`config.mk`:
```
export PLATFORM = sky130hd
export DESIGN_NAME = rst_cause_reg
export DESIGN_NICKNAME = d
export VERILOG_FILES = /design/src/rtl/rsr_pkg.sv /design/src/rtl/rsr_event_sync.sv /design/src/rtl/rsr_bus_port.sv /design/src/rtl/rsr_flags.sv /design/src/rtl/rst_cause_reg.sv
export SDC_FILE = /design/constraint.sdc
export NUM_CORES = 1
export LEC_CHECK = 0
export CAP_MARGIN = 20
export CORE_MARGIN = 5
export CORE_UTILIZATION = 36
export DETAILED_ROUTE_END_ITERATION = 6
export GPL_ROUTABILITY_DRIVEN = 0
export PLACE_DENSITY = 0.73
export SLEW_MARGIN = 20
export SYNTH_ARGS = -nofsm -noshare
export SYNTH_HDL_FRONTEND = slang
export SYNTH_SLANG_ARGS = --single-unit
export TNS_END_PERCENT = 1
```
`constraint.sdc`:
```
create_clock -name clk -period 1.1 [get_ports clk]
set_input_delay 0.165 -clock clk [delete_from_list [all_inputs] [get_ports clk]]
set_output_delay 0.165 -clock clk [all_outputs]
set_load 0.01 [all_outputs]
```
`src/rtl/rsr_pkg.sv`:
```
package rsr_pkg;
    localparam int ADDR_W    = 12;
    localparam int REG_W     = 8;
    localparam int NUM_SRC   = 4;
    localparam int SYNC_DEPTH = 2;
    localparam logic [ADDR_W-1:0] REG_ADDR = 12'h285;

    // Field layout; positions are software-visible.
    typedef struct packed {
        logic               cold;   // bit 7
        logic               rsv6;   // bit 6
        logic               nolog;  // bit 5
        logic               rsv4;   // bit 4
        logic [NUM_SRC-1:0] src;    // 3 mgmt, 2 panel, 1 backplane, 0 watchdog
    } rsr_reg_t;

    typedef struct packed {
        logic             hit;
        logic [REG_W-1:0] data;
    } rsr_wr_t;

    function automatic rsr_reg_t rsr_por_value();
        rsr_reg_t v;
        v       = '0;
        v.cold  = 1'b1;
        return v;
    endfunction

    function automatic rsr_reg_t rsr_scrub(rsr_reg_t v);
        rsr_reg_t o;
        o      = v;
        o.rsv6 = 1'b0;
        o.rsv4 = 1'b0;
        return o;
    endfunction
endpackage

```
`src/rtl/rsr_event_sync.sv`:
```
module rsr_event_sync #(
    parameter int NUM_SRC    = rsr_pkg::NUM_SRC,
    parameter int SYNC_DEPTH = rsr_pkg::SYNC_DEPTH
) (
    input  logic               clk,
    input  logic               por_rst,
    input  logic [NUM_SRC-1:0] evt_in,
    output logic [NUM_SRC-1:0] evt_pulse
);
    localparam int CHAIN = SYNC_DEPTH + 1;

    for (genvar g = 0; g < NUM_SRC; g++) begin : g_src
        logic [CHAIN-1:0] chain_q;

        always_ff @(posedge clk) begin
            if (por_rst) chain_q <= '0;
            else         chain_q <= {chain_q[CHAIN-2:0], evt_in[g]};
        end

        assign evt_pulse[g] = chain_q[SYNC_DEPTH-1] & ~chain_q[SYNC_DEPTH];


        pulse_single_chk: assert property (@(posedge clk) disable iff (por_rst)
            evt_pulse[g] |=> !evt_pulse[g]);
    end
endmodule

```
`src/rtl/rsr_bus_port.sv`:
```
module rsr_bus_port
    import rsr_pkg::*;
#(
    parameter int ADDR_W = rsr_pkg::ADDR_W,
    parameter int REG_W  = rsr_pkg::REG_W,
    parameter logic [ADDR_W-1:0] DEC_ADDR = rsr_pkg::REG_ADDR
) (
    input  logic              clk,
    input  logic              por_rst,
    input  logic              warm_rst,
    input  logic [ADDR_W-1:0] bus_addr,
    input  logic              bus_wr,
    input  logic [REG_W-1:0]  bus_wdata,
    input  logic [REG_W-1:0]  reg_value,
    output rsr_wr_t           wr_req,
    output logic [REG_W-1:0]  bus_rdata
);
    logic sel;
    assign sel = (bus_addr == DEC_ADDR);

    always_comb begin
        wr_req.hit  = sel & bus_wr;
        wr_req.data = bus_wdata;
    end

    always_ff @(posedge clk) begin
        if (por_rst || warm_rst) bus_rdata <= '0;
        else if (sel)            bus_rdata <= reg_value;
        else                     bus_rdata <= '0;
    end


    miss_read_chk: assert property (@(posedge clk) disable iff (por_rst)
        !sel |=> (bus_rdata == '0));

    warm_rd_chk: assert property (@(posedge clk) disable iff (por_rst)
        warm_rst |=> (bus_rdata == '0));
endmodule

```
`src/rtl/rsr_flags.sv`:
```
module rsr_flags
    import rsr_pkg::*;
#(
    parameter int NUM_SRC = rsr_pkg::NUM_SRC
) (
    input  logic               clk,
    input  logic               por_rst,
    input  logic [NUM_SRC-1:0] evt_pulse,
    input  rsr_wr_t            wr_req,
    output rsr_reg_t           reg_q
);
    rsr_reg_t wv;
    rsr_reg_t nxt;

    assign wv = rsr_reg_t'(wr_req.data);

    always_comb begin
        nxt = reg_q;
        if (wr_req.hit) begin
            nxt.cold  = reg_q.cold & ~wv.cold;
            nxt.nolog = wv.nolog;
            nxt.rsv6  = wv.rsv6;
            nxt.rsv4  = wv.rsv4;
            nxt.src   = reg_q.src & ~wv.src;
        end
        nxt.src = nxt.src | evt_pulse;
        nxt     = rsr_scrub(nxt);
    end

    always_ff @(posedge clk) begin
        if (por_rst) reg_q <= rsr_por_value();
        else         reg_q <= nxt;
    end


    por_default_chk: assert property (@(posedge clk)
        por_rst |=> (reg_q == rsr_por_value()));

    set_wins_chk: assert property (@(posedge clk) disable iff (por_rst)
        (|evt_pulse) |=> ((reg_q.src & $past(evt_pulse)) == $past(evt_pulse)));

    w1c_chk: assert property (@(posedge clk) disable iff (por_rst)
        wr_req.hit |=> ((reg_q.src & $past(wv.src & ~evt_pulse)) == '0));

    sticky_chk: assert property (@(posedge clk) disable iff (por_rst)
        (!wr_req.hit && evt_pulse == '0) |=> $stable(reg_q));

    cold_no_set_chk: assert property (@(posedge clk) disable iff (por_rst)
        !reg_q.cold |=> !reg_q.cold);
endmodule

```
`src/rtl/rst_cause_reg.sv`:
```
module rst_cause_reg
    import rsr_pkg::*;
(
    input  logic              clk,
    input  logic              por_rst,
    input  logic              warm_rst,
    input  logic              evt_mgmt,
    input  logic              evt_panel,
    input  logic              evt_bkpl,
    input  logic              evt_wdog,
    input  logic [ADDR_W-1:0] bus_addr,
    input  logic              bus_wr,
    input  logic [REG_W-1:0]  bus_wdata,
    output logic [REG_W-1:0]  bus_rdata
);
    logic [NUM_SRC-1:0] evt_raw;
    logic [NUM_SRC-1:0] evt_pulse;
    rsr_wr_t            wr_req;
    rsr_reg_t           reg_q;

    assign evt_raw = {evt_mgmt, evt_panel, evt_bkpl, evt_wdog};

    rsr_event_sync #(.NUM_SRC(NUM_SRC), .SYNC_DEPTH(SYNC_DEPTH)) u_sync (
        .clk       (clk),
        .por_rst   (por_rst),
        .evt_in    (evt_raw),
        .evt_pulse (evt_pulse)
    );

    rsr_flags #(.NUM_SRC(NUM_SRC)) u_flags (
        .clk       (clk),
        .por_rst   (por_rst),
        .evt_pulse (evt_pulse),
        .wr_req    (wr_req),
        .reg_q     (reg_q)
    );

    rsr_bus_port #(.ADDR_W(ADDR_W), .REG_W(REG_W), .DEC_ADDR(REG_ADDR)) u_bus (
        .clk       (clk),
        .por_rst   (por_rst),
        .warm_rst  (warm_rst),
        .bus_addr  (bus_addr),
        .bus_wr    (bus_wr),
        .bus_wdata (bus_wdata),
        .reg_value (reg_q),
        .wr_req    (wr_req),
        .bus_rdata (bus_rdata)
    );
endmodule

```
==> results of run 1 <==
## cells in the mapped netlist
cell / n
nand2b_1: 6
buf_4: 3
mux2i_1: 1
nor4bb_4: 1
nor3b_2: 1
a311oi_1: 4
nand2_1: 1
nor2b_1: 16
nand4b_2: 1
conb_1: 1
nor3b_1: 5
o22a_2: 1
and4_1: 1
nor4b_2: 2
dfxtp_1: 24
clkbuf_1: 2
## cell families after synthesis
| kind of cell | after synthesis |
|---|---|
| other | 1 |
| multiplexers | 1 |
| AO/OA/AOI/OAI | 5 |
| AND/OR/NAND/NOR | 34 |
| buffers and inverters | 5 |
| flip-flops | 24 |
## registers in the layout (all words and copies together) (netlist names)
signal,count
u_flags.reg_q,6
u_sync.g_src.chain_q,12
u_bus.bus_rdata,6
## worst max-delay path: stages
cell	delay, ps
dlygate4sd2_1	250
nor4bb_4	310
buf_4	160
nand4b_4	160
nor3b_1	250
## through the flow
step	hold WS, ps	TNS, ps
floorplan	236	0
global placement	419	-4960
detailed placement	432	-5500
CTS	393	-428
global route	386	-92.4
finish	386	0
## report_power, final
group          leakage (nW)  total [mW]  internal [mW]  switching, mW
clock network        0.0210       0.442          0.202          0.240
registers             0.196       0.903          0.894        0.00890
logic                 0.345       0.160          0.107         0.0529
total                 0.562        1.50           1.20          0.302
## how the worst min path moves through the flow
| stage | from | endpoint | cells past startpoint |
|---|---|---|---|
| 5_1_grt | evt_wdog | u_sync.g_src[0].chain_q[0] | 2 |
| 6_report | bus_addr[3] | u_flags.reg_q[5] | 4 |
| 3_5_place_dp | u_sync.g_src[3].chain_q[0] | u_sync.g_src[3].chain_q[1] | 1 |
| 3_3_place_gp | u_sync.g_src[0].chain_q[0] | u_sync.g_src[0].chain_q[1] | 1 |
| 2_1_floorplan | warm_rst | u_bus.bus_rdata[3] | 1 |
| 4_1_cts | evt_wdog | u_sync.g_src[0].chain_q[0] | 2 |
## per-layer routing
metal  part of all wire  wire, µm  up-vias  global-route usage
li1                   -         -      306                   -
met1               0.40       672      282               0.115
met2               0.53       878       21               0.193
met3              0.071       118        0              0.0373
met4                  0         0        0              0.0166
met5                  0         0        -                   0
## cell type report
cell class,count,area [µm²]
fill,201,940
clock buffer,4,36.3
multi-input combinational,42,382
tap,28,35.0
timing repair buffer,35,339
sequential,24,480
## cell usage in the layout (no fill, tap or decap)
cell / netlist / final
nand4b_4: 0 / 1
nor4bb_4: 1 / 1
dfxtp_1: 24 / 24
nand2_1: 1 / 1
o22a_2: 1 / 1
nor4b_4: 0 / 2
clkdlybuf4s15_1: 0 / 2
mux2i_1: 1 / 1
clkdlybuf4s50_1: 0 / 13
nor2b_1: 16 / 16
buf_4: 3 / 4
conb_1: 1 / 2
clkbuf_8: 0 / 1
nor3b_2: 1 / 5
and4_4: 0 / 1
nand2b_1: 6 / 6
nor3b_1: 5 / 1
a311oi_1: 4 / 4
clkbuf_4: 0 / 3
dlygate4sd2_1: 0 / 11
dlymetal6s2s_1: 0 / 5
## repair_timing
item,4_1_cts,5_1_grt
setup buffers,0,3
setup endpoints to repair,18,14
pin swaps,3,5
endpoints found under the hold margin,0,0
resized for setup,17,12
==> summary.md, run 1 <==
| Metric | Value |
|---|---|
| Status | completed |
| Max Cap Viol | 0 |
| Pre-CTS setup slack | -536 ps |
| Wirelength per Cell | roughly 13 µm |
| Total power | 1.50 mW |
| Cell taking the most area after synthesis | dfxtp_1 |
| Pins Over Slew Limit | 0 |
| Detailed-route via count | 609 |
| Reg-to-reg startpoint | u_sync.g_src[0].chain_q[2] |
| Pleak | 0.562 nW |
| FF-to-FF path depth | 3 |
| Dpl cells | between 100 and 150 |
| Synth Area in Compound Gates | 0.0537 |
| Final setup viols | 0 |
| ANT cells | 0 |
| Root Buffer | clkbuf_4 |
| Final worst slack | about 12 ps |
| Final WL | between 1.5 and 2 mm |
| Design Area, Final | between 1000 and 1500 µm² |
| 1st-pass router iterations | 4 |
| R2R Setup Slk | approximately 190 ps |
| Crit path from | bus_addr[1] |
| Hold bufs inserted after CTS | 0 |
| CTS H-tree lvls | 1 |
| Post-route core utilization | 0.575 |
| Xor/xnor share of the synthesized area | 0 |
| DRT iter0 DRCs | 13 |
| Worst EP arrival | 1310 ps |
| Share of post-route cells with drive strength above 1 | 0.181 |
| Final HPWL DP | about 1.3 mm |
| #FFs+latches synth | 24 |
| Area Overhead vs Synth | 51.6% |
| FMAX | roughly 900 MHz |
| # clock sinks | 24 |
| Yosys warns | 0 |
| Synth cell types | 16 |
| Total grt overflow | 0 |
| Finished Layout Cells | 133 |
| Simple-gate share of the synthesized area | 0.322 |
| Final nets | roughly 130 |
| Post-route DRC | 0 |
| Synth Cell Area | about 840 µm² |
| Maximum clock path buffer count | 2 |
| I/O Pins | 36 |
| Drt via density | 4.58 |
| Die area | between 3000 and 4000 µm² |
| Synth Instances | 70 |
| CTS tree | built |
| Rows | 17 |
| Setup crit end kind | register |
| Area contributors post-synth | dfxtp_1 (57%), nor2b_1 (12%), nand2b_1 (4.5%) |
| Final min period | between 1000 and 1500 ps |
| GRT Overall Usage | 0.104 |
| Port buffer count | 31 |
| Worst reg2reg path endpoint | u_flags.reg_q[0] |
| Max FO, Critical Path | 7 |
| Vias in the first global route | about 600 |
| Initial Util | 0.380 |
| Final hold vios | 0 |
| Sequential-to-total area share from yosys stat | 0.572 |
| Clock Pin Slew Worst Setup and Hold Paths | 120 ps |
| Startpoint Class | input port |
| Number of CTS-inserted buffers | 3 |
| Initial antenna violation count | 0 |
| Largest net degree at the start of global routing | 20 |
| Post-route ant nets | 0 |
| Worst Path Required | about 1300 ps |
| Peak supply drop | roughly 0.00076 V |
| Core ar. | about 2200 µm² |
| Synth top area share | 0.572 |
| PwrDens | about 1200 nW/µm² |
| Dpl cell area | about 1200 µm² |
| First-pass GRT wire length | around 2.7 mm |
| RSZ-0062 raised after global routing | true |
| Tcrit/Tclk final | 0.989 |
| Mean post-synth cell area | between 10 and 15 µm² |
| Post-synthesis mux area share | 0.0119 |
| Main combinational cell family by area after synthesis | simple AND/OR/NAND/NOR gates |
| Hold crit path type | input port to register |
| Worst Skew | approximately 1.3 ps |
| Worst-Skew Late Latency | 300 ps |
| Die Span X | approximately 58 µm |
| Die extent in y | roughly 60 µm |
| Critical path capture point | u_bus.bus_rdata[5] |
| CP Class | input port to register |
| Synth Area in Adders | 0 |
(Power assumes the default switching activity.)
==> inputs of run 2 (changes only) <==
--- a/config.mk
+++ b/config.mk
@@ -11,7 +11,6 @@
 export DETAILED_ROUTE_END_ITERATION = 6
 export GPL_ROUTABILITY_DRIVEN = 0
 export PLACE_DENSITY = 0.73
-export SLEW_MARGIN = 20
 export SYNTH_ARGS = -nofsm -noshare
 export SYNTH_HDL_FRONTEND = slang
 export SYNTH_SLANG_ARGS = --single-unit
==> results of run 2 <==
The final DEF is identical to that of run 1; final timing and power are the same.
